$ cat config.mk
export PLATFORM = sky130hd
export DESIGN_NAME = i2c_tgt_addr_filter
export DESIGN_NICKNAME = d
export VERILOG_FILES = /design/src/rtl/i2c_tgt_pkg.sv /design/src/rtl/i2c_tgt_sync.sv /design/src/rtl/i2c_tgt_events.sv /design/src/rtl/i2c_tgt_match.sv /design/src/rtl/i2c_tgt_addr_filter.sv
export SDC_FILE = /design/constraint.sdc
export NUM_CORES = 1
export LEC_CHECK = 0
export BUFFER_PORTS_ARGS = -buffer_cell sky130_fd_sc_hd__clkbuf_2
export CORE_MARGIN = 5
export CORE_UTILIZATION = 60
export CTS_CLUSTER_DIAMETER = 100
export DETAILED_ROUTE_END_ITERATION = 6
export PLACE_DENSITY = 0.81
export REMOVE_ABC_BUFFERS = 1
export SYNTH_ARGS = -nofsm -noshare
export SYNTH_HDL_FRONTEND = slang
export SYNTH_SLANG_ARGS = --single-unit
$ cat constraint.sdc
create_clock -name clk -period 4.45 [get_ports clk]
set_input_delay 0.445 -clock clk [delete_from_list [all_inputs] [get_ports clk]]
set_output_delay 0.445 -clock clk [all_outputs]
set_load 0.05 [all_outputs]
$ cat src/rtl/i2c_tgt_pkg.sv
package i2c_tgt_pkg;
   typedef enum logic [2:0] {
      ST_IDLE, ST_RX, ST_ACK, ST_TX, ST_TXACK, ST_TXLOAD, ST_WAIT
   } tgt_state_e;

   typedef enum logic [1:0] {
      PH_ADDR1, PH_ADDR2, PH_WDATA, PH_READ
   } phase_e;

   typedef struct packed {
      logic   ack;
      phase_e nxt;
      logic   set_hit;
      logic   clr_hit;
   } match_res_t;

   localparam logic [4:0] TEN_PREFIX = 5'b11110;
endpackage

$ cat src/rtl/i2c_tgt_sync.sv
module i2c_tgt_sync #(
   parameter int STAGES = 2
) (
   input  logic clk,
   input  logic rst_n,
   input  logic d,
   output logic q
);
   logic [STAGES-1:0] chain;

   initial begin
      if (STAGES < 2) $fatal(1, "i2c_tgt_sync: STAGES must be at least 2");
   end

   always_ff @(posedge clk or negedge rst_n) begin
      if (!rst_n) chain[0] <= 1'b1;
      else        chain[0] <= d;
   end

   for (genvar g = 1; g < STAGES; g++) begin : g_stage
      always_ff @(posedge clk or negedge rst_n) begin
         if (!rst_n) chain[g] <= 1'b1;
         else        chain[g] <= chain[g-1];
      end
   end

   assign q = chain[STAGES-1];
endmodule

$ cat src/rtl/i2c_tgt_events.sv
module i2c_tgt_events (
   input  logic clk,
   input  logic rst_n,
   input  logic scl_s,
   input  logic sda_s,
   output logic scl_rise,
   output logic scl_fall,
   output logic start_ev,
   output logic stop_ev
);
   logic scl_p, sda_p;

   always_ff @(posedge clk or negedge rst_n) begin
      if (!rst_n) begin
         scl_p <= 1'b1;
         sda_p <= 1'b1;
      end else begin
         scl_p <= scl_s;
         sda_p <= sda_s;
      end
   end

   assign scl_rise = scl_s & ~scl_p;
   assign scl_fall = ~scl_s & scl_p;
   assign start_ev = scl_s & scl_p & sda_p & ~sda_s;
   assign stop_ev  = scl_s & scl_p & ~sda_p & sda_s;
endmodule

$ cat src/rtl/i2c_tgt_match.sv
module i2c_tgt_match
   import i2c_tgt_pkg::*;
#(
   parameter bit TEN_BIT_EN = 1'b1
) (
   input  phase_e     ph,
   input  logic [7:0] byte_i,
   input  logic [9:0] own_addr,
   input  logic       ten_bit_mode,
   input  logic       ten_hit,
   output match_res_t res
);
   logic ten_on;

   if (TEN_BIT_EN) begin : g_ten
      assign ten_on = ten_bit_mode;
   end else begin : g_seven
      assign ten_on = ten_bit_mode & 1'b0;
   end

   logic pfx_ok, hi_ok;
   assign pfx_ok = (byte_i[7:3] == TEN_PREFIX);
   assign hi_ok  = (byte_i[2:1] == own_addr[9:8]);

   always_comb begin
      res = '{ack: 1'b0, nxt: PH_ADDR1, set_hit: 1'b0, clr_hit: 1'b0};
      case (ph)
         PH_ADDR1: begin
            if (ten_on) begin
               if (pfx_ok && hi_ok) begin
                  if (!byte_i[0]) begin
                     res.ack     = 1'b1;
                     res.nxt     = PH_ADDR2;
                     res.clr_hit = 1'b1;
                  end else if (ten_hit) begin
                     res.ack = 1'b1;
                     res.nxt = PH_READ;
                  end
               end
            end else if (byte_i[7:1] == own_addr[6:0]) begin
               res.ack     = 1'b1;
               res.nxt     = byte_i[0] ? PH_READ : PH_WDATA;
               res.clr_hit = 1'b1;
            end
         end
         PH_ADDR2: begin
            if (byte_i == own_addr[7:0]) begin
               res.ack     = 1'b1;
               res.nxt     = PH_WDATA;
               res.set_hit = 1'b1;
            end else begin
               res.clr_hit = 1'b1;
            end
         end
         PH_WDATA: begin
            res.ack = 1'b1;
            res.nxt = PH_WDATA;
         end
         default: ;
      endcase
   end
endmodule

$ cat src/rtl/i2c_tgt_addr_filter.sv
module i2c_tgt_addr_filter
   import i2c_tgt_pkg::*;
#(
   parameter int SYNC_STAGES = 2,
   parameter bit TEN_BIT_EN  = 1'b1
) (
   input  logic       clk,
   input  logic       rst_n,
   input  logic       scl_i,
   input  logic       sda_i,
   output logic       sda_oe,
   input  logic [9:0] own_addr,
   input  logic       ten_bit_mode,
   output logic       wr_valid,
   output logic [7:0] wr_data,
   input  logic [7:0] rd_data,
   output logic       rd_take
);
   localparam int BYTE_W = 8;
   localparam int CNT_W  = $clog2(BYTE_W + 1);
   localparam logic [CNT_W-1:0] LAST_BIT = CNT_W'(BYTE_W);

   logic scl_lvl, sda_lvl;
   logic scl_rise, scl_fall, start_ev, stop_ev;

   i2c_tgt_sync #(.STAGES(SYNC_STAGES)) u_scl_sync (
      .clk(clk), .rst_n(rst_n), .d(scl_i), .q(scl_lvl));
   i2c_tgt_sync #(.STAGES(SYNC_STAGES)) u_sda_sync (
      .clk(clk), .rst_n(rst_n), .d(sda_i), .q(sda_lvl));

   i2c_tgt_events u_events (
      .clk(clk), .rst_n(rst_n), .scl_s(scl_lvl), .sda_s(sda_lvl),
      .scl_rise(scl_rise), .scl_fall(scl_fall),
      .start_ev(start_ev), .stop_ev(stop_ev));

   tgt_state_e       state;
   phase_e           ph, nxt_ph;
   logic [CNT_W-1:0] bitcnt;
   logic [7:0]       shreg;
   logic             ten_hit;
   match_res_t       mres;

   i2c_tgt_match #(.TEN_BIT_EN(TEN_BIT_EN)) u_match (
      .ph(ph), .byte_i(shreg), .own_addr(own_addr),
      .ten_bit_mode(ten_bit_mode), .ten_hit(ten_hit), .res(mres));

   always_ff @(posedge clk or negedge rst_n) begin
      if (!rst_n) begin
         state    <= ST_IDLE;
         ph       <= PH_ADDR1;
         nxt_ph   <= PH_ADDR1;
         bitcnt   <= '0;
         shreg    <= '0;
         ten_hit  <= 1'b0;
         sda_oe   <= 1'b0;
         wr_valid <= 1'b0;
         wr_data  <= '0;
         rd_take  <= 1'b0;
      end else begin
         wr_valid <= 1'b0;
         rd_take  <= 1'b0;
         if (stop_ev) begin
            state   <= ST_IDLE;
            ten_hit <= 1'b0;
            sda_oe  <= 1'b0;
         end else if (start_ev) begin
            state  <= ST_RX;
            ph     <= PH_ADDR1;
            bitcnt <= '0;
            sda_oe <= 1'b0;
         end else begin
            case (state)
               ST_RX: begin
                  if (scl_rise && bitcnt < LAST_BIT) begin
                     shreg  <= {shreg[6:0], sda_lvl};
                     bitcnt <= bitcnt + 1'b1;
                  end else if (scl_fall && bitcnt == LAST_BIT) begin
                     if (mres.set_hit)      ten_hit <= 1'b1;
                     else if (mres.clr_hit) ten_hit <= 1'b0;
                     if (mres.ack) begin
                        sda_oe <= 1'b1;
                        nxt_ph <= mres.nxt;
                        state  <= ST_ACK;
                        if (ph == PH_WDATA) begin
                           wr_valid <= 1'b1;
                           wr_data  <= shreg;
                        end
                     end else begin
                        state <= ST_WAIT;
                     end
                  end
               end
               ST_ACK: begin
                  if (scl_fall) begin
                     bitcnt <= '0;
                     if (nxt_ph == PH_READ) begin
                        shreg   <= rd_data;
                        sda_oe  <= ~rd_data[7];
                        rd_take <= 1'b1;
                        state   <= ST_TX;
                     end else begin
                        sda_oe <= 1'b0;
                        ph     <= nxt_ph;
                        state  <= ST_RX;
                     end
                  end
               end
               ST_TX: begin
                  if (scl_rise) begin
                     bitcnt <= bitcnt + 1'b1;
                  end else if (scl_fall) begin
                     if (bitcnt == LAST_BIT) begin
                        sda_oe <= 1'b0;
                        state  <= ST_TXACK;
                     end else begin
                        shreg  <= {shreg[6:0], 1'b0};
                        sda_oe <= ~shreg[6];
                     end
                  end
               end
               ST_TXACK: begin
                  if (scl_rise) state <= sda_lvl ? ST_WAIT : ST_TXLOAD;
               end
               ST_TXLOAD: begin
                  if (scl_fall) begin
                     shreg   <= rd_data;
                     sda_oe  <= ~rd_data[7];
                     rd_take <= 1'b1;
                     bitcnt  <= '0;
                     state   <= ST_TX;
                  end
               end
               default: ;
            endcase
         end
      end
   end
endmodule

==> out/qor.txt <==
Area delta synth->final - 11.1%
Least-Margin Pin Slew - 1.03 ns
Crit path kind - reg2reg
Synth top area cells - dfrtp_1, dfstp_2, nand2_1
Die Footprint - 4980 µm²
Largest net degree at the start of global routing - 38
Initial drt markers - 169
Area share of the largest cell type after synthesis - 35.2%
Commonest non-fill, non-tap cells in the layout - nand2_1, clkbuf_2, dfrtp_1
Row count - 22
Post-Synthesis Cells - 234
Largest area contributor in the netlist - dfrtp_1
Die X - 70.6 µm
Pwr/cell area - 532 nW/µm²
Yosys warning count - 0
Vias per Instance - 5.87
Core ar. - 3610 µm²
Crit. End Element - flop
Ports - 34
Finished Layout Cells - 311
Synthesized cell area - 2200 µm²
Final-report max-slew violation count - 0
Setup TNS - 0 ns
Initial Util - 61.1%
Initial antenna violation count - 0
Final period utilization - 51.4%
Hold_sp - sda_i
Syn avg cell area - 9.41 µm²
H-tree levels - 2
Post-Route WL - 4880 µm
Setup-failing EPs final - 0
Router iterations before antenna repair - 7
Num CTS Buffers - 5
Vias in the first global route - 1696
Commonest non-fill, non-tap cell in the layout - nand2_1
Post-DP HPWL - 3550 µm
Clk_lat worst skew - 0.29 ns
Post_cts resized - 0
Fin crit period - 2.29 ns
CTS clk-pin slew, worst paths - 0.08 ns
TritonCTS clock tree - done
FILL cells - 289
Worst VDD drop - 0.319 mV
RePlAce Congestion - 0.890
Final clock skew - 0.00886 ns
Post-synth EDFFs - 0
WL/cell - 15.7 µm
Post CTS Setup Buffer Count - 0
Leakage - 0.00110 µW
CP max FO - 8
N_diodes - 0
Placed cells - 303
Port bufs - 33
First-pass GRT wire length - 8130 µm
Most common flop cell mapped by yosys - dfrtp_1
Die Ht - 70.6 µm
All-Layer GR Usage - 20.4%
Clk buf depth - 2
Gr ovfl total - 0
Slew headroom - 29.7%
Detailed-route via count - 1825
Critical Path Source Type - flop
Drc violations - 0
Clock Root Buffer - clkbuf_8
Cell variety after synth - 56
Layout cells sized above 1 - 21.7%
#FFs+latches synth - 37
Worst Setup SP - u_scl_sync.q
Num Clock Sinks - 37
Crit path required time - 4.64 ns
Finished Cell Area - 2450 µm²
CP arrival - 2.48 ns
FF+latch area - 933 µm²
Placed Area - 2360 µm²
Status - finished clean
Min-Delay Path Class - in2reg
Sequential element share of the synthesized area - 42.4%
Post-synthesis async set-or-reset flop share - 100%
Final hold vios - 0
Antenna Nets Post-Route - 0
MaxCap Viol Count - 0
NumNets Final - 289
RSZ-0062 raised after global routing - no
Fmax - 437 MHz
Tot Pwr - 1300 µW
Cts-stage hold buffer count - 0
R2r startpoint - u_scl_sync.q
Area of the multi-input gates - 1180 µm²
per-layer routing:
layer  wire, µm  GRT usage (%)  up-vias  share of wire (%)
met5          0              0        -                  0
met4         43           6.26        0               0.88
met3        333           5.26        4                6.8
met2       2240           30.5       79                 46
met1       2260           29.4      853                 46
li1           -              -      889                  -
critical path: stages, from the launching register on:
cell	delay, ns
dfstp_2	0.59
nand2b_1	0.34
a21oi_1	0.12
o32ai_1	0.40
or2_1	0.25
mux2_1	0.34
a21o_1	0.15
cell usage after synthesis, drive strengths merged, types with 2 or more instances:
cell type,n
dfrtp,31
nor3b,2
o211ai,2
buf,10
a221oi,2
a31oi,5
ha,4
nor2b,5
nand2,36
a21o,2
nand2b,5
dfstp,6
o21ai,11
nand4b,2
mux2,4
inv,6
nand4,2
clkbuf,2
nor4,4
xnor2,5
nor3,4
mux2i,8
xor2,13
nor2,19
a21oi,15
o31ai,4
nand3,3
through the flow:
| stage | utilization (%) | setup WS, ns | hold WS (ns) |
|---|---|---|---|
| 3_3_place_gp | 65.6 | 2.21 | 0.346 |
| 6_report | 67.9 | 2.16 | 0.237 |
| 4_1_cts | 67.9 | 2.20 | 0.232 |
| 5_1_grt | 67.9 | 1.99 | 0.225 |
| 2_1_floorplan | - | 2.43 | 0.149 |
| 3_5_place_dp | 65.6 | 2.19 | 0.348 |
flip-flops by register name (all words and copies together) (netlist names):
register	count
u_sda_sync.q	1
sda_oe	1
u_events.sda_p	1
rd_take	1
wr_data	8
wr_valid	1
u_scl_sync.chain	1
shreg	8
u_sda_sync.chain	1
bitcnt	4
state	3
ten_hit	1
u_events.scl_p	1
nxt_ph	2
ph	2
u_scl_sync.q	1
cell type report:
| class | instances | share of cell area [%] |
|---|---|---|
| Timing Repair Buffer | 33 | 6.75 |
| Tap cell | 48 | 2.45 |
| Clock buffer | 6 | 2.97 |
| Inverter | 7 | 1.07 |
| Clock inverter | 2 | 0.409 |
| Sequential cell | 37 | 38.1 |
| Multi-Input combinational cell | 178 | 48.2 |
logic make-up after synthesis:
family | share of synthesized area, %
compound gates | 17.7
xor+xnor | 7.16
fa+ha+maj | 2.27
buf+inv | 4.03
flops | 42.4
mux | 5.68
simple gates | 20.7
power by group:
| part | switching [µW] | total [µW] | internal [µW] | leakage [µW] |
|---|---|---|---|---|
| clock | 118 | 226 | 109 | 0.0000450 |
| sequential | 146 | 548 | 402 | 0.000456 |
| combinational | 289 | 528 | 239 | 0.000600 |
path summary, 6_finish.rpt:
check                                      end  slack, ns  cells after the start
setup / recovery                      state[0]       2.16                      6
hold / removal             u_sda_sync.chain[0]       0.24                      1
setup reg to reg                      state[0]       2.16                      6
hold reg to reg                   u_scl_sync.q       0.36                      0
max in group asynchronous             shreg[2]       3.61                      1
min in group asynchronous            bitcnt[1]       0.27                      1
Power figures use the tool's default switching activity.
